==> src/rtl/blk_xfer_pkg.sv <==
package blk_xfer_pkg;
  typedef enum logic {
    XFER_WR = 1'b0,
    XFER_RD = 1'b1
  } xfer_dir_e;

  typedef enum logic {
    PH_LO = 1'b0,
    PH_HI = 1'b1
  } half_e;
endpackage

==> src/rtl/blk_reload_counter.sv <==
module blk_reload_counter #(
  parameter int unsigned LEN_W = 11,
  localparam int unsigned CW = LEN_W + 1
) (
  input  logic             clk_i,
  input  logic             rst_ni,
  input  logic             cfg_wr_i,
  input  logic [LEN_W-1:0] cfg_val_i,
  input  logic             reload_i,
  input  logic             dec_i,
  output logic [CW-1:0]    cnt_o,
  output logic             last_o
);
  logic [CW-1:0] stored_q, cnt_q, cfg_ext;

  assign cfg_ext = {1'b0, cfg_val_i} + CW'(1);

  always_ff @(posedge clk_i or negedge rst_ni) begin
    if (!rst_ni) begin
      stored_q <= CW'(1);
      cnt_q    <= CW'(1);
    end else if (cfg_wr_i) begin
      stored_q <= cfg_ext;
      cnt_q    <= cfg_ext;
    end else if (reload_i) begin
      cnt_q <= stored_q;
    end else if (dec_i) begin
      cnt_q <= last_o ? stored_q : cnt_q - CW'(1);
    end
  end

  assign cnt_o  = cnt_q;
  assign last_o = (cnt_q == CW'(1));

  AST_CNT_IN_RANGE: assert property (@(posedge clk_i) disable iff (!rst_ni)
    (cnt_q != '0) && (cnt_q <= stored_q));
endmodule

==> src/rtl/blk_pack_unit.sv <==
module blk_pack_unit
  import blk_xfer_pkg::*;
(
  input  logic        clk_i,
  input  logic        rst_ni,
  input  logic        clear_i,
  input  logic        step_i,
  input  xfer_dir_e   dir_i,
  input  logic        last_i,
  input  logic [7:0]  card_rd_data_i,
  input  logic [15:0] buf_head_i,
  output half_e       half_o,
  output logic        card_rd_o,
  output logic        card_wr_o,
  output logic [7:0]  card_wr_data_o,
  output logic        buf_push_o,
  output logic [15:0] buf_push_data_o,
  output logic        buf_pop_o
);
  half_e      half_q;
  logic [7:0] hold_q;

  always_ff @(posedge clk_i or negedge rst_ni) begin
    if (!rst_ni) begin
      half_q <= PH_LO;
      hold_q <= '0;
    end else if (clear_i) begin
      half_q <= PH_LO;
      hold_q <= '0;
    end else if (step_i) begin
      // block end always restarts on a fresh word
      half_q <= (last_i || half_q == PH_HI) ? PH_LO : PH_HI;
      if (half_q == PH_LO)
        hold_q <= (dir_i == XFER_RD) ? card_rd_data_i : buf_head_i[15:8];
    end
  end

  assign half_o          = half_q;
  assign card_rd_o       = step_i && dir_i == XFER_RD;
  assign card_wr_o       = step_i && dir_i == XFER_WR;
  assign card_wr_data_o  = (half_q == PH_HI) ? hold_q : buf_head_i[7:0];
  assign buf_push_o      = card_rd_o && (half_q == PH_HI || last_i);
  assign buf_push_data_o = (half_q == PH_HI) ? {card_rd_data_i, hold_q}
                                             : {8'h00, card_rd_data_i};
  assign buf_pop_o       = card_wr_o && half_q == PH_LO;

  AST_PUSH_POP_EXCL: assert property (@(posedge clk_i) disable iff (!rst_ni)
    !(buf_push_o && buf_pop_o));
endmodule

==> src/rtl/blk_xfer_packer.sv <==
module blk_xfer_packer
  import blk_xfer_pkg::*;
#(
  parameter int unsigned LEN_W = 11,
  parameter int unsigned OCC_W = 6,
  parameter int unsigned LVL_W = 5,
  localparam int unsigned CW = LEN_W + 1
) (
  input  logic             clk_i,
  input  logic             rst_ni,
  input  logic             enable_i,
  input  logic             blen_wr_i,
  input  logic             nblk_wr_i,
  input  logic [LEN_W-1:0] cfg_val_i,
  input  logic             start_i,
  input  logic             dir_rd_i,
  input  logic [OCC_W-1:0] buf_count_i,
  input  logic [15:0]      buf_head_i,
  input  logic [LVL_W-1:0] af_level_i,
  input  logic [7:0]       card_rd_data_i,
  output logic             card_rd_o,
  output logic             card_wr_o,
  output logic [7:0]       card_wr_data_o,
  output logic             buf_push_o,
  output logic [15:0]      buf_push_data_o,
  output logic             buf_pop_o,
  output logic             buf_flush_o,
  output logic [CW-1:0]    blen_cnt_o,
  output logic [CW-1:0]    nblk_cnt_o,
  output logic             busy_o,
  output logic             done_o
);
  localparam int unsigned PAD_W = OCC_W - LVL_W;

  logic      active_q, done_q;
  xfer_dir_e dir_q;
  half_e     half;
  logic      byte_last, blk_last, room_ok, step, blk_dec, xfer_end;
  logic [OCC_W-1:0] af_ext;

  assign af_ext  = {{PAD_W{1'b0}}, af_level_i};
  assign room_ok = (dir_q == XFER_RD) ? (buf_count_i <= af_ext)
                                      : (buf_count_i != '0);
  // second half of a started word never waits
  assign step     = active_q && enable_i && (half == PH_HI || room_ok);
  assign blk_dec  = step && byte_last;
  assign xfer_end = blk_dec && blk_last;

  always_ff @(posedge clk_i or negedge rst_ni) begin
    if (!rst_ni) begin
      active_q <= 1'b0;
      done_q   <= 1'b0;
      dir_q    <= XFER_WR;
    end else if (!enable_i) begin
      active_q <= 1'b0;
      done_q   <= 1'b0;
    end else if (start_i) begin
      active_q <= 1'b1;
      done_q   <= 1'b0;
      dir_q    <= dir_rd_i ? XFER_RD : XFER_WR;
    end else if (xfer_end) begin
      active_q <= 1'b0;
      done_q   <= 1'b1;
    end
  end

  blk_reload_counter #(.LEN_W(LEN_W)) u_byte_cnt (
    .clk_i     (clk_i),
    .rst_ni    (rst_ni),
    .cfg_wr_i  (blen_wr_i),
    .cfg_val_i (cfg_val_i),
    .reload_i  (nblk_wr_i),
    .dec_i     (step),
    .cnt_o     (blen_cnt_o),
    .last_o    (byte_last)
  );

  blk_reload_counter #(.LEN_W(LEN_W)) u_blk_cnt (
    .clk_i     (clk_i),
    .rst_ni    (rst_ni),
    .cfg_wr_i  (nblk_wr_i),
    .cfg_val_i (cfg_val_i),
    .reload_i  (1'b0),
    .dec_i     (blk_dec),
    .cnt_o     (nblk_cnt_o),
    .last_o    (blk_last)
  );

  blk_pack_unit u_pack (
    .clk_i           (clk_i),
    .rst_ni          (rst_ni),
    .clear_i         (buf_flush_o),
    .step_i          (step),
    .dir_i           (dir_q),
    .last_i          (byte_last),
    .card_rd_data_i  (card_rd_data_i),
    .buf_head_i      (buf_head_i),
    .half_o          (half),
    .card_rd_o       (card_rd_o),
    .card_wr_o       (card_wr_o),
    .card_wr_data_o  (card_wr_data_o),
    .buf_push_o      (buf_push_o),
    .buf_push_data_o (buf_push_data_o),
    .buf_pop_o       (buf_pop_o)
  );

  assign buf_flush_o = !enable_i || start_i;
  assign busy_o      = active_q;
  assign done_o      = done_q;

  AST_RD_PAUSE: assert property (@(posedge clk_i) disable iff (!rst_ni)
    (dir_q == XFER_RD && half == PH_LO && buf_count_i > af_ext) |-> !card_rd_o);
  AST_WR_PAUSE: assert property (@(posedge clk_i) disable iff (!rst_ni)
    (dir_q == XFER_WR && half == PH_LO && buf_count_i == '0) |-> !card_wr_o);
  AST_IDLE_QUIET: assert property (@(posedge clk_i) disable iff (!rst_ni)
    (!busy_o || !enable_i) |-> !(card_rd_o || card_wr_o || buf_push_o || buf_pop_o));
  AST_DISABLE_CLEARS: assert property (@(posedge clk_i) disable iff (!rst_ni)
    !enable_i |=> (!busy_o && !done_o));
  AST_DONE_ENDS_BUSY: assert property (@(posedge clk_i) disable iff (!rst_ni)
    $rose(done_o) |-> !busy_o);
  AST_START_CLEARS_DONE: assert property (@(posedge clk_i) disable iff (!rst_ni)
    (start_i && enable_i) |=> (busy_o && !done_o));
endmodule

==> config.mk <==
export PLATFORM = sky130hd
export DESIGN_NAME = blk_xfer_packer
export DESIGN_NICKNAME = d
export VERILOG_FILES = /design/src/rtl/blk_xfer_pkg.sv /design/src/rtl/blk_reload_counter.sv /design/src/rtl/blk_pack_unit.sv /design/src/rtl/blk_xfer_packer.sv
export SDC_FILE = /design/constraint.sdc
export NUM_CORES = 1
export LEC_CHECK = 0
export BUFFER_PORTS_ARGS = -buffer_cell sky130_fd_sc_hd__buf_2
export CAP_MARGIN = 20
export CORE_UTILIZATION = 55
export CTS_CLUSTER_SIZE = 16
export DETAILED_ROUTE_END_ITERATION = 6
export MAX_ROUTING_LAYER = met4
export PLACE_DENSITY_LB_ADDON = 0.15
export SYNTH_ARGS = -nofsm -noshare
export SYNTH_HDL_FRONTEND = slang
export SYNTH_SLANG_ARGS = --single-unit
==> constraint.sdc <==
create_clock -name clk_i -period 4.5 [get_ports clk_i]
set_input_delay 1.125 -clock clk_i [delete_from_list [all_inputs] [get_ports clk_i]]
set_output_delay 1.125 -clock clk_i [all_outputs]
set_load 0.01 [all_outputs]
Word-level counts from Yosys, hierarchy flattened
Index checks and enable logic that the tools add are counted.
Word-level totals
  flip-flop bits (word level): 60
Operators by class
  add/subtract/negate cells: 3
  order comparisons: 1
  equality and inequality tests: 4
  mux-type cells: 24
  bitwise logic cells: 2
  reduce and logical (&&, ||, !) cells: 18
Operator list (number)
  $mux W12: 7
  $mux W8: 5
  $eq A12 B1 Y1 const B: 2
  $sub A12 B1 Y12 const B: 2
  $mux W16: 1
  $add A11 B1 Y12 const B: 1
  $mux W1: 11
  $logic_and A1 B1 Y1: 8
  $le A6 B5 Y1: 1
  $reduce_bool A6 Y1: 1
  $reduce_and A2 Y1: 2
  $reduce_bool A2 Y1: 2
  $logic_or A1 B1 Y1: 3
  $ne A3 B1 Y1 const B: 1
  $reduce_bool A3 Y1: 1
  $ne A2 B2 Y1 const B: 1
  $not A1 Y1: 2
  $logic_not A1 Y1: 1

Longest topological paths before layout
Gate-level depths: netlist of the first run.
  depth after elaboration: 9
  mapped depth: 9
  gate-level depth less buffers: 8

Hierarchy
From an unflattened synthesis of the first run, not the netlist that was laid out.
Second synthesis, totals
  cell total of the unflattened synthesis: 492
  area, all modules: 4246.6 um^2
By module, submodules not included
  blk_reload_counter (u_blk_cnt): times used 1, cells an instance 181, area an instance 1595.3 um^2, seq. area each 603.1 um^2
  blk_reload_counter (u_byte_cnt): times used 1, cells an instance 177, area an instance 1574.0 um^2, seq. area each 603.1 um^2
  blk_pack_unit: times used 1, cells an instance 98, area an instance 758.2 um^2, seq. area each 225.2 um^2
  blk_xfer_packer: times used 1, cells an instance 36, area an instance 319.1 um^2, seq. area each 75.1 um^2

Worst setup path after synthesis of the first run
No wires, ideal clock.
  path kind: input-to-output
  from: input port af_level_i[4]
  to: output port buf_push_o
  arrival: 2.399 ns
  data required time: 3.375 ns
  path slack: 0.976 ns
  stages: 6
  cell sequence: inv_1 > ha_1 > and4b_1 > o21a_1 > o21a_1 > nor4_1
Between the ends
  word-level cells in the longest chain between the ends: 6
RTL lines
  start, declared: RTL line blk_xfer_packer.sv:19  | input logic [LVL_W-1:0] af_level_i,
  $le A6 B5 Y1: RTL line blk_xfer_packer.sv:42  | assign room_ok = (dir_q == XFER_RD) ? (buf_count_i <= af_ext)
  $mux W1: RTL line blk_xfer_packer.sv:42
  $logic_or A1 B1 Y1: RTL line blk_xfer_packer.sv:45  | assign step = active_q && enable_i && (half == PH_HI || room_ok);
  $logic_and A1 B1 Y1: RTL line blk_xfer_packer.sv:45
  $logic_and A1 B1 Y1: RTL line blk_pack_unit.sv:39  | assign card_rd_o = step_i && dir_i == XFER_RD;
  $logic_and A1 B1 Y1: RTL line blk_pack_unit.sv:42  | assign buf_push_o = card_rd_o && (half_q == PH_HI || last_i);
  end, declared: RTL line blk_xfer_packer.sv:24  | output logic buf_push_o,
No other way between the ends.

Final worst setup path of the first run
  from: input port buf_count_i[4]
  to: output port buf_push_o
Between the ends
  word-level cells in the longest chain between the ends: 6
  elaborated cells on any way between the ends: 7
  classes of those cells: 1 x order compare; 1 x mux; 5 x reduce/logical
RTL lines
  start, declared: RTL line blk_xfer_packer.sv:17  | input logic [OCC_W-1:0] buf_count_i,
  $le A6 B5 Y1 or $reduce_bool A6 Y1 (tied branches): RTL line blk_xfer_packer.sv:42, blk_xfer_packer.sv:43
  $mux W1 (*): RTL line blk_xfer_packer.sv:42
  $logic_or A1 B1 Y1 (*): RTL line blk_xfer_packer.sv:45
  $logic_and A1 B1 Y1 (*): RTL line blk_xfer_packer.sv:45
  $logic_and A1 B1 Y1 (*): RTL line blk_pack_unit.sv:39
  $logic_and A1 B1 Y1 (*): RTL line blk_pack_unit.sv:42
Mark *: on every way between the ends. The rest lies on a longest branch, timed or not.

==> metrics.csv, run 1 <==
metric,value,unit
Total Die Area,7320,µm²
"EDFF count, synth",0,
Via Count,3673,
Tot Pwr,1.44,mW
library cell contributing the largest single delay on the critical path,sky130_fd_sc_hd__a311oi_1,
number of register bits inferred by synthesis,60,
Num Clock Sinks,60,
count of final max-slew check failures,0,
Power Dens Cells,312,nW/µm²
setup slack of the worst register-to-register path,1.82,ns
area of the multi-input gates,2100,µm²
sum of negative setup slack,0,ns
starting density of the core,56.8,%
endpoint of the lowest-slack register-to-register path,u_blk_cnt.cnt_o[4],
switching share of power,30.9,%
fillcell total,547,
post-synth top area cell,sky130_fd_sc_hd__dfrtp_1,
number of antenna violations at the first check in global routing,0,
Hold Path Cell Cnt,1,
Syn. warnings,0,
Max Clk Rate,265,MHz
dominant combinational cell family by area after synthesis,compound AO/OA/AOI/OAI gates,
startpoint type of the worst setup path,input pin,
clock slew seen by the registers of the worst setup and hold paths,0.06,ns
Fin. Hold Viols,0,
endpoints failing setup,0,
fraction of power consumed by sequential logic,45.8,%
post-detailed-route via-to-cell ratio,5.86,
total congestion overflow,0,
fraction of final layout cells with drive strength greater than 1,26.7,%
most instantiated library cell after synthesis,sky130_fd_sc_hd__dfrtp_1,
chain of cells forming the critical path,buf_2 -> ha_1 -> and4b_1 -> a311oi_1 -> o21a_1 -> nor4_1 -> buf_2,
number of placed I/O pins,108,
count of unresolved DRC violations after routing,0,
power dissipated by switching net loads,0.445,mW
simple-gate share of the synthesized area,19.8,%
TritonCTS buffer count,9,
critical-path maximum fanout,6,
Crit Path Class,in2out,
Most common cell on crit path,sky130_fd_sc_hd__buf_2,
Pre-antenna DRT Iters,5,
arrival time at the worst endpoint,2.64,ns
highest ir drop seen on vdd,0.204,mV
sequential fraction of the synthesis area,39.2,%
required time reported for the critical path endpoint,3.38,ns
area added between synthesis and finish,20.1,%
endpoint of the worst hold-timing path,u_blk_cnt.stored_q[2],
Max-slew headroom,38.9,%
cell-internal power,0.993,mW
horizontal die dimension,85.6,µm
"Avg Cell Area, Syn",8.67,µm²
global-route wire length before repair,15.4,mm
proportion of register bits with asynchronous set or reset after synthesis,100,%
power share of the combinational group,21.6,%
violation count after the first detailed-routing iteration,238,
multiplexer fraction of the synthesized cell area,4.33,%
post-synth cell types,67,
number of global-route vias before repair,3268,
RSZ-0062 raised after global routing,no,
worst-case clock buffer depth,2,
total nets after synthesis,506,
Worst Tran Pin Value,0.916,ns
clock insertion delay at the later pin of the skew report,0.35,ns
worst r2r src,u_pack.half_o,
complex-gate fraction of the synthesized area,22.3,%
area used by sequential logic in the layout,1510,µm²
number of buffers inserted to repair setup after CTS,0,
total global-route track usage,27.5,%
final wirelength,9.71,mm
most instantiated flip-flop cell in the synthesis netlist,sky130_fd_sc_hd__dfrtp_1,
H-Tree Depth,3,
half-perimeter wire length after placement,7.05,mm
worst stage delay on the critical path,0.33,ns
chip height,85.6,µm
clock network power share,32.6,%
Fin Clk Skew,0.0114,ns
adder-cell area share of the yosys netlist,3.26,%
hold path startpoint,u_blk_cnt.stored_q[2],
core footprint,6760,µm²
CTS tree,done,
number of max-cap violations,0,
final RePlAce weighted congestion,0.819,
maximum number of pins on one net before global-route repair,43,
input/output buffers,107,
Diodes inserted,0,
cell depth of the worst flop-to-flop path,5,
clock period minus final worst setup slack,3.77,ns
total of hold buffers inserted after clock tree synthesis,0,
leading post-synthesis cells by cell area,"sky130_fd_sc_hd__dfrtp_1, sky130_fd_sc_hd__a21oi_1, sky130_fd_sc_hd__nor2_1",
routed length per instance,15.5,µm
result of the run,"complete, no violations",
class of the most critical hold timing path,reg2reg,
leakage power summed over all cells,2.16,nW
Critical Path Sink Type,output pin,
Synth top cells by count,"sky130_fd_sc_hd__dfrtp_1, sky130_fd_sc_hd__nor2_1, sky130_fd_sc_hd__a21oi_1, sky130_fd_sc_hd__inv_1, sky130_fd_sc_hd__nand2_1",
Yosys top cell area share,36.5,%
NumNets Final,605,
antenna-violating nets left,0,
number of instances in the synthesized netlist,443,
Root Buffer,sky130_fd_sc_hd__clkbuf_8,
xor and xnor area share after synthesis,5.02,%
post-cts sizing count,0,
cell area after synthesis,3840,µm²
post-route fraction of the period consumed by the critical path,83.7,%
Row Count,30,
registers in the layout (all words and copies together), names as in the netlist:
register / count
dir_q: 1
busy_o: 1
u_byte_cnt.cnt_o: 12
u_blk_cnt.stored_q: 12
u_pack.half_o: 1
u_pack.hold_q: 8
done_o: 1
u_blk_cnt.cnt_o: 12
u_byte_cnt.stored_q: 12
layer usage:
layer	up-vias	part of all wire, %	global-route usage (%)
met5	-	0	-
li1	1774	-	-
met1	1749	43	33.9
met3	18	5.5	3.85
met4	0	1.8	10.2
met2	132	50	46.3
cell families (layout without fill, tap and decap cells):
kind of cell,count (synthesis),after routing
simple gates,147,147
mux,16,16
buf+inv,58,162
flops,60,60
xor+xnor,22,22
compound gates,130,130
fa+ha+maj,10,10
placed cells by master (no fill, tap or decap), types with 7 or more instances in the layout:
master / instances
sky130_fd_sc_hd__buf_2: 107
sky130_fd_sc_hd__dfrtp_1: 56
sky130_fd_sc_hd__nor2_1: 47
sky130_fd_sc_hd__a21oi_1: 37
sky130_fd_sc_hd__inv_1: 33
sky130_fd_sc_hd__nand2_1: 31
sky130_fd_sc_hd__o21ai_0: 24
sky130_fd_sc_hd__clkbuf_8: 13
sky130_fd_sc_hd__xor2_1: 12
sky130_fd_sc_hd__o21a_1: 11
sky130_fd_sc_hd__mux2i_1: 11
sky130_fd_sc_hd__nor4_1: 10
sky130_fd_sc_hd__nand3_1: 10
sky130_fd_sc_hd__a211oi_1: 10
sky130_fd_sc_hd__xnor2_1: 10
sky130_fd_sc_hd__a211o_1: 10
sky130_fd_sc_hd__ha_1: 10
sky130_fd_sc_hd__and2_1: 8
sky130_fd_sc_hd__a22oi_1: 8
sky130_fd_sc_hd__nor3_1: 7
worst max-delay path: cells and delay by family:
kind	cells	cell delay, ns
AOI/OAI and AO/OA	2	0.64
adders and majority gates	1	0.32
buffers and inverters	2	0.26
and+or+nand+nor	2	0.31
power groups by stage:
| stage | combinational (mW) | sequential [mW] | clock [mW] |
|---|---|---|---|
| after global placement | 0.298 | 0.665 | 0 |
| after CTS | 0.310 | 0.657 | 0.477 |
| after global routing | 0.346 | 0.665 | 0.492 |
| final | 0.311 | 0.658 | 0.469 |
| after detailed placement | 0.308 | 0.666 | 0 |
| after floorplan | 0.189 | 0.658 | 0 |
through the flow:
stage	instance area, µm²	util (%)	hold WS [ns]	worst slack [ns]	std cells
after floorplan	3840	-	0.452	0.976	443
after global placement	4400	65.1	0.464	0.820	610
after detailed placement	4400	65.1	0.468	0.756	610
after CTS	4590	67.9	0.482	0.744	626
after global routing	4610	68.2	0.491	0.637	627
final	4610	68.2	0.480	0.733	627
worst max-delay path by stage:
stage	slack [ns]	end	from	cells after the start
2_1_floorplan	0.98	buf_push_o	af_level_i[4]	6
3_3_place_gp	0.82	buf_push_o	buf_count_i[4]	7
3_5_place_dp	0.76	buf_push_o	buf_count_i[4]	7
4_1_cts	0.74	buf_push_o	buf_count_i[4]	7
5_1_grt	0.64	buf_push_o	buf_count_i[4]	7
6_report	0.73	buf_push_o	buf_count_i[4]	7
layout make-up:
cell class | instances | area share (%)
multi-input cells | 325 | 45.5
flip-flops and latches | 60 | 32.7
repair buffers | 112 | 12.7
clock buffers | 15 | 4.04
inverters | 34 | 2.77
well taps | 80 | 2.17
clock inverters | 1 | 0.109
Power figures use the tool's default switching activity.
==> run 2, diff against run 1 <==
--- a/config.mk
+++ b/config.mk
@@ -7,7 +7,7 @@
 export LEC_CHECK = 0
 export BUFFER_PORTS_ARGS = -buffer_cell sky130_fd_sc_hd__buf_2
 export CAP_MARGIN = 20
-export CORE_UTILIZATION = 55
+export CORE_UTILIZATION = 48
 export CTS_CLUSTER_SIZE = 16
 export DETAILED_ROUTE_END_ITERATION = 6
 export MAX_ROUTING_LAYER = met4
==> constraint.sdc (replaced) <==
create_clock -name clk_i -period 3.1 [get_ports clk_i]
set_input_delay 0.775 -clock clk_i [delete_from_list [all_inputs] [get_ports clk_i]]
set_output_delay 0.775 -clock clk_i [all_outputs]
set_load 0.01 [all_outputs]
==> run 2 against run 1 <==
Worst hold slack lost 0.016 ns. Non-clock buffer count grew 8. Die area grew 14%. Sequential share of layout area shrank 0.46 points. Cell area grew 1.4%. Worst setup slack lost 0.59 ns. Critical path depth is the same. Sequential power grew 45%. Sequential cell count is the same. Utilization shrank 7.7 points. Via count shrank 1.0%. Clock power grew 41%.
==> metrics.csv, run 2 (same netlist as run 1, synthesis figures left out) <==
metric,value,unit,change
result of the run,"complete, no violations",,
Pre-antenna DRT Iters,5,,unchanged
Via Count,3635,,-1.0%
GR Util met1,31.2,%,-2.8 points
count of final max-slew check failures,0,,unchanged
area of the multi-input gates,2100,µm²,unchanged
final design area excluding fillers,4680,µm²,+1.4%
endpoints failing setup,0,,unchanged
half-perimeter wire length after placement,7.38,mm,+4.7%
Total Die Area,8360,µm²,+14%
critical-path maximum fanout,3,,-3
final-layout worst hold slack,0.463,ns,-0.0164 ns
core footprint,7730,µm²,+14%
cell-internal power,1.42,mW,+43%
chip height,91.4,µm,+6.9%
Crit Path Class,in2out,,
Power Dens Cells,442,nW/µm²,+42%
arrival time at the worst endpoint,2.19,ns,-0.45 ns
power dissipated by switching net loads,0.646,mW,+45%
Max-slew headroom,43.4,%,+4.5 points
number of placed I/O pins,108,,unchanged
maximum number of pins on one net before global-route repair,41,,-4.7%
sum of negative setup slack,0,ns,unchanged
final wirelength,9.80,mm,+0.91%
switching share of power,31.3,%,+0.33 points
"most common cell after layout, fill and taps aside",sky130_fd_sc_hd__buf_2,,
clock insertion delay at the later pin of the skew report,0.34,ns,about the same
clock network power share,32.0,%,-0.6 points
post-place instance area,4490,µm²,+2.2%
H-Tree Depth,3,,unchanged
fillcell total,700,,+28%
area added between synthesis and finish,21.8,%,
Num Clock Sinks,60,,unchanged
horizontal die dimension,91.4,µm,+6.9%
class of the most critical hold timing path,in2async,,
violation count after the first detailed-routing iteration,182,,-24%
Critical Path Sink Type,output pin,,
required time reported for the critical path endpoint,2.32,ns,-1.06 ns
clock slew seen by the registers of the worst setup and hold paths,0.07,ns,about the same
antenna-violating nets left,0,,unchanged
RSZ-0062 raised after global routing,no,,
most heavily used metal layer in global routing,met2,,
Row Count,32,,+6.7%
met3 demand-to-capacity share in global routing,5.36,%,+1.5 points
post-detailed-route via-to-cell ratio,5.53,,-5.6%
post-route fraction of the period consumed by the critical path,95.5,%,
count of unresolved DRC violations after routing,0,,unchanged
met2 track utilization from global routing,41.2,%,-5.2 points
total of hold buffers inserted after clock tree synthesis,0,,unchanged
Root Buffer,sky130_fd_sc_hd__clkbuf_8,,
total global-route track usage,25.4,%,-2.2 points
Max Clk Rate,338,MHz,
clock period minus final worst setup slack,2.96,ns,
power share of the combinational group,22.0,%,+0.4 points
input/output buffers,107,,unchanged
area used by sequential logic in the layout,1510,µm²,unchanged
highest ir drop seen on vdd,0.253,mV,+24%
fraction of final layout cells with drive strength greater than 1,27.7,%,+1.1 points
most used cells in the layout excluding fill and tap cells,"sky130_fd_sc_hd__buf_2, sky130_fd_sc_hd__dfrtp_1, sky130_fd_sc_hd__nor2_1",,
leakage power summed over all cells,2.19,nW,+1.5%
Diodes inserted,0,,unchanged
Fin. Hold Viols,0,,unchanged
number of antenna violations at the first check in global routing,0,,unchanged
Fin Clk Skew,0.00876,ns,-0.00265 ns
routed length per instance,14.9,µm,-3.7%
startpoint type of the worst setup path,input pin,,
number of max-cap violations,0,,unchanged
end-of-flow core utilization,60.5,%,-7.7 points
fraction of power consumed by sequential logic,46.0,%,+0.2 points
starting density of the core,49.7,%,-7.1 points
Tot Pwr,2.07,mW,+44%
post-cts sizing count,0,,unchanged
TritonCTS buffer count,9,,unchanged
Worst Tran Pin Value,0.844,ns,-0.0725 ns
NumNets Final,613,,+1.3%
total congestion overflow,0,,unchanged
final RePlAce weighted congestion,0.821,,+0.17%
number of buffers inserted to repair setup after CTS,0,,unchanged
CTS tree,done,,
global-route wire length before repair,16.3,mm,+5.8%
number of global-route vias before repair,3406,,+4.2%
worst-case clock buffer depth,2,,unchanged
-- run 2: cell types whose count changed in the layout (fill, tap and decap cells not counted) --
cell and change:
sky130_fd_sc_hd__clkinv_2 +1, sky130_fd_sc_hd__buf_4 +9, sky130_fd_sc_hd__clkbuf_8 -1, sky130_fd_sc_hd__buf_12 -1
-- run 2: critical path, cell delays in order --
cell and delay, ns:
sky130_fd_sc_hd__buf_2 0.11, sky130_fd_sc_hd__ha_1 0.31, sky130_fd_sc_hd__and4b_1 0.22, sky130_fd_sc_hd__a311oi_1 0.33
sky130_fd_sc_hd__o21a_1 0.22, sky130_fd_sc_hd__nor4_1 0.07, sky130_fd_sc_hd__buf_2 0.15
-- run 2: routing by layer --
layer | vias up | part of all wire (%)
li1 | 1792 | -
met1 | 1717 | 45
met2 | 115 | 47
met3 | 11 | 6.2
met4 | 0 | 1.5
met5 | - | 0
-- run 2: cell type report --
type / count / area share, %
Multi-Input combinational cell: 325 / 44.9
Sequential cell: 60 / 32.2
Timing Repair Buffer: 120 / 13.5
Clock buffer: 14 / 3.69
Inverter: 34 / 2.73
Tap cell: 102 / 2.73
Clock inverter: 2 / 0.214
-- run 2: through the flow --
step	cells	setup slack, ns
after floorplan	443	0.276
after global placement	641	0.178
after detailed placement	641	0.0888
after CTS	657	0.139
after global routing	657	0.0402
final	657	0.140
-- run 2: worst paths after layout --
kind	slack, ns	depth (start not counted)	start	end
max reg2reg	0.79	6	u_blk_cnt.cnt_o[8]	u_blk_cnt.cnt_o[3]
max in group asynchronous	1.87	2	rst_ni	u_byte_cnt.stored_q[0]
min reg2reg	0.48	1	u_blk_cnt.stored_q[2]	u_blk_cnt.stored_q[2]
max	0.14	7	buf_count_i[4]	buf_push_o
min in group clk_i	0.48	1	u_blk_cnt.stored_q[2]	u_blk_cnt.stored_q[2]
min	0.46	1	rst_ni	u_blk_cnt.cnt_o[1]
-- run 2: power by group through the flow --
| stage | clock network, mW | registers, mW | logic (mW) |
|---|---|---|---|
| 3_5_place_dp | 0 | 0.965 | 0.456 |
| 5_1_grt | 0.712 | 0.965 | 0.510 |
| 3_3_place_gp | 0 | 0.962 | 0.448 |
| 4_1_cts | 0.669 | 0.950 | 0.460 |
| 6_report | 0.662 | 0.951 | 0.455 |
| 2_1_floorplan | 0 | 0.956 | 0.275 |
==> run 3, diff against run 2 <==
--- a/config.mk
+++ b/config.mk
@@ -7,7 +7,7 @@
 export LEC_CHECK = 0
 export BUFFER_PORTS_ARGS = -buffer_cell sky130_fd_sc_hd__buf_2
 export CAP_MARGIN = 20
-export CORE_UTILIZATION = 48
+export CORE_UTILIZATION = 45
 export CTS_CLUSTER_SIZE = 16
 export DETAILED_ROUTE_END_ITERATION = 6
 export MAX_ROUTING_LAYER = met4
==> constraint.sdc (replaced) <==
create_clock -name clk_i -period 3.1 [get_ports clk_i]
set_input_delay 0.465 -clock clk_i [delete_from_list [all_inputs] [get_ports clk_i]]
set_output_delay 0.465 -clock clk_i [all_outputs]
set_load 0.01 [all_outputs]
==> run 3 against run 2 <==
Non-clock buffer count shrank 3. Register-to-register slack lost 0.02 ns. Cell count is the same. Routed wire length shrank 3.2%. Worst hold slack lost 0.20 ns. Sequential share of layout area is the same. Total power grew 2.6%. Highest routed layer unchanged.
==> metrics.csv, run 3 (same netlist as run 1, synthesis figures left out) <==
metric,value,unit,change
Total Die Area,8910,µm²,+6.5%
endpoint of the lowest-slack register-to-register path,u_pack.hold_q[7],,
RSZ-0062 raised after global routing,no,,
Num Clock Sinks,60,,unchanged
total global-route track usage,23.3,%,-2.1 points
count of final max-slew check failures,0,,unchanged
total of hold buffers inserted after clock tree synthesis,0,,unchanged
clock slew seen by the registers of the worst setup and hold paths,0.07,ns,about the same
Diodes inserted,0,,unchanged
final worst-path setup slack,0.473,ns,+0.333 ns
number of buffers inserted to repair setup after CTS,0,,unchanged
half-perimeter wire length after placement,6.94,mm,-5.9%
"most common cell after layout, fill and taps aside",sky130_fd_sc_hd__buf_2,,
worst-case clock buffer depth,2,,unchanged
Pre-antenna DRT Iters,5,,unchanged
Critical Path Sink Type,output pin,,
count of unresolved DRC violations after routing,0,,unchanged
last element of the critical path,buf_push_o,,
fraction of final layout cells with drive strength greater than 1,27.7,%,-0.030 points
core footprint,8220,µm²,+6.3%
Row Count,33,,+3.1%
Fin Clk Skew,0.0117,ns,+0.00297 ns
required time reported for the critical path endpoint,2.63,ns,+0.31 ns
H-Tree Depth,3,,unchanged
maximum number of pins on one net before global-route repair,61,,+49%
worst slack at placement,0.434,ns,+0.345 ns
TritonCTS buffer count,9,,unchanged
input/output buffers,107,,unchanged
Power Dens Cells,453,nW/µm²,+2.6%
clock insertion delay at the later pin of the skew report,0.35,ns,about the same
chip height,94.4,µm,+3.2%
endpoints failing setup,0,,unchanged
startpoint type of the worst setup path,flip-flop,,
routed length per instance,14.4,µm,-3.2%
NumNets Final,610,,-0.49%
cell depth of the worst flop-to-flop path,5,,-1
horizontal die dimension,94.4,µm,+3.2%
number of max-cap violations,0,,unchanged
critical-path maximum fanout,7,,+4
number of placed I/O pins,108,,unchanged
Setup crit start,u_byte_cnt.cnt_o[8],,
total congestion overflow,0,,unchanged
area added between synthesis and finish,21.8,%,unchanged
arrival time at the worst endpoint,2.16,ns,-0.03 ns
Max Clk Rate,381,MHz,+13%
worst r2r src,dir_q,,
violation count after the first detailed-routing iteration,190,,+4.4%
post-detailed-route via-to-cell ratio,5.47,,-1.1%
Tot Pwr,2.12,mW,+2.6%
clock period minus final worst setup slack,2.63,ns,-0.333 ns
class of the most critical hold timing path,in2async,,
Max-slew headroom,43.3,%,-0.11 points
end-of-flow core utilization,56.9,%,-3.6 points
result of the run,"complete, no violations",,
Root Buffer,sky130_fd_sc_hd__clkbuf_8,,
post-route fraction of the period consumed by the critical path,84.7,%,-11 points
CTS tree,done,,
Fin. Hold Viols,0,,unchanged
most used cells in the layout excluding fill and tap cells,"sky130_fd_sc_hd__buf_2, sky130_fd_sc_hd__dfrtp_1, sky130_fd_sc_hd__nor2_1",,
final wirelength,9.49,mm,-3.2%
final-layout worst hold slack,0.267,ns,-0.197 ns
Crit Path Class,reg2out,,
Via Count,3595,,-1.1%
highest ir drop seen on vdd,0.234,mV,-7.6%
final RePlAce weighted congestion,0.865,,+5.4%
global-route wire length before repair,15.8,mm,-2.5%
Worst Tran Pin Value,0.845,ns,+0.00171 ns
post-cts sizing count,0,,unchanged
number of antenna violations at the first check in global routing,0,,unchanged
number of global-route vias before repair,3310,,-2.8%
sum of negative setup slack,0,ns,unchanged
starting density of the core,46.7,%,-3.0 points
setup slack of the worst register-to-register path,0.77,ns,-0.02 ns
antenna-violating nets left,0,,unchanged
leakage power summed over all cells,2.18,nW,-0.59%
==> run 3: cell types whose count changed in the layout (fill, tap and decap cells not counted) <==
cell	change
sky130_fd_sc_hd__buf_4	-3
sky130_fd_sc_hd__clkbuf_1	-2
sky130_fd_sc_hd__clkbuf_8	-2
sky130_fd_sc_hd__clkinvlp_4	+2
sky130_fd_sc_hd__bufinv_16	+1
sky130_fd_sc_hd__clkinv_4	+1
==> run 3: stage by stage <==
stage	instance area, µm²	cells
2_1_floorplan	3840	443
3_3_place_gp	4480	641
3_5_place_dp	4480	641
6_report	4680	657
5_1_grt	4680	657
4_1_cts	4680	657
==> run 3: routing by layer <==
layer | routed length (µm) | GRT usage (%)
met1 | 4470 | 30.7
met3 | 499 | 2.90
met2 | 4390 | 37.4
met5 | 0 | -
met4 | 125 | 7.44
==> run 3: power by group <==
part	internal, mW	switching, mW
registers	0.858	0.0936
clock network	0.391	0.329
logic	0.206	0.243
total	1.45	0.666
==> run 3: worst min-delay path by stage <==
| stage | from | endpoint | slack (ns) | cells past startpoint |
|---|---|---|---|---|
| after floorplan | rst_ni | busy_o | 0.17 | 0 |
| after global placement | u_byte_cnt.stored_q[4] | u_byte_cnt.stored_q[4] | 0.46 | 1 |
| after detailed placement | u_byte_cnt.stored_q[3] | u_byte_cnt.stored_q[3] | 0.47 | 1 |
| after CTS | rst_ni | u_blk_cnt.cnt_o[2] | 0.31 | 2 |
| after global routing | rst_ni | u_byte_cnt.stored_q[9] | 0.35 | 2 |
| final | rst_ni | u_blk_cnt.stored_q[2] | 0.27 | 2 |
==> run 3: layout make-up <==
cell class | instances | area, µm²
Fill cell | 777 | 3540
Multi-Input combinational cell | 325 | 2100
Sequential cell | 60 | 1510
Timing Repair Buffer | 117 | 611
Clock buffer | 10 | 138
Tap cell | 105 | 131
Inverter | 34 | 128
Clock inverter | 6 | 63.8
==> run 3: worst max-delay path: stages, from the launching register on <==
cell                      delay [ns]
sky130_fd_sc_hd__dfrtp_1        0.45
sky130_fd_sc_hd__nor4_1         0.49
sky130_fd_sc_hd__and4_1         0.43
sky130_fd_sc_hd__nor2_1         0.10
sky130_fd_sc_hd__nor4_1         0.18
sky130_fd_sc_hd__buf_2          0.18
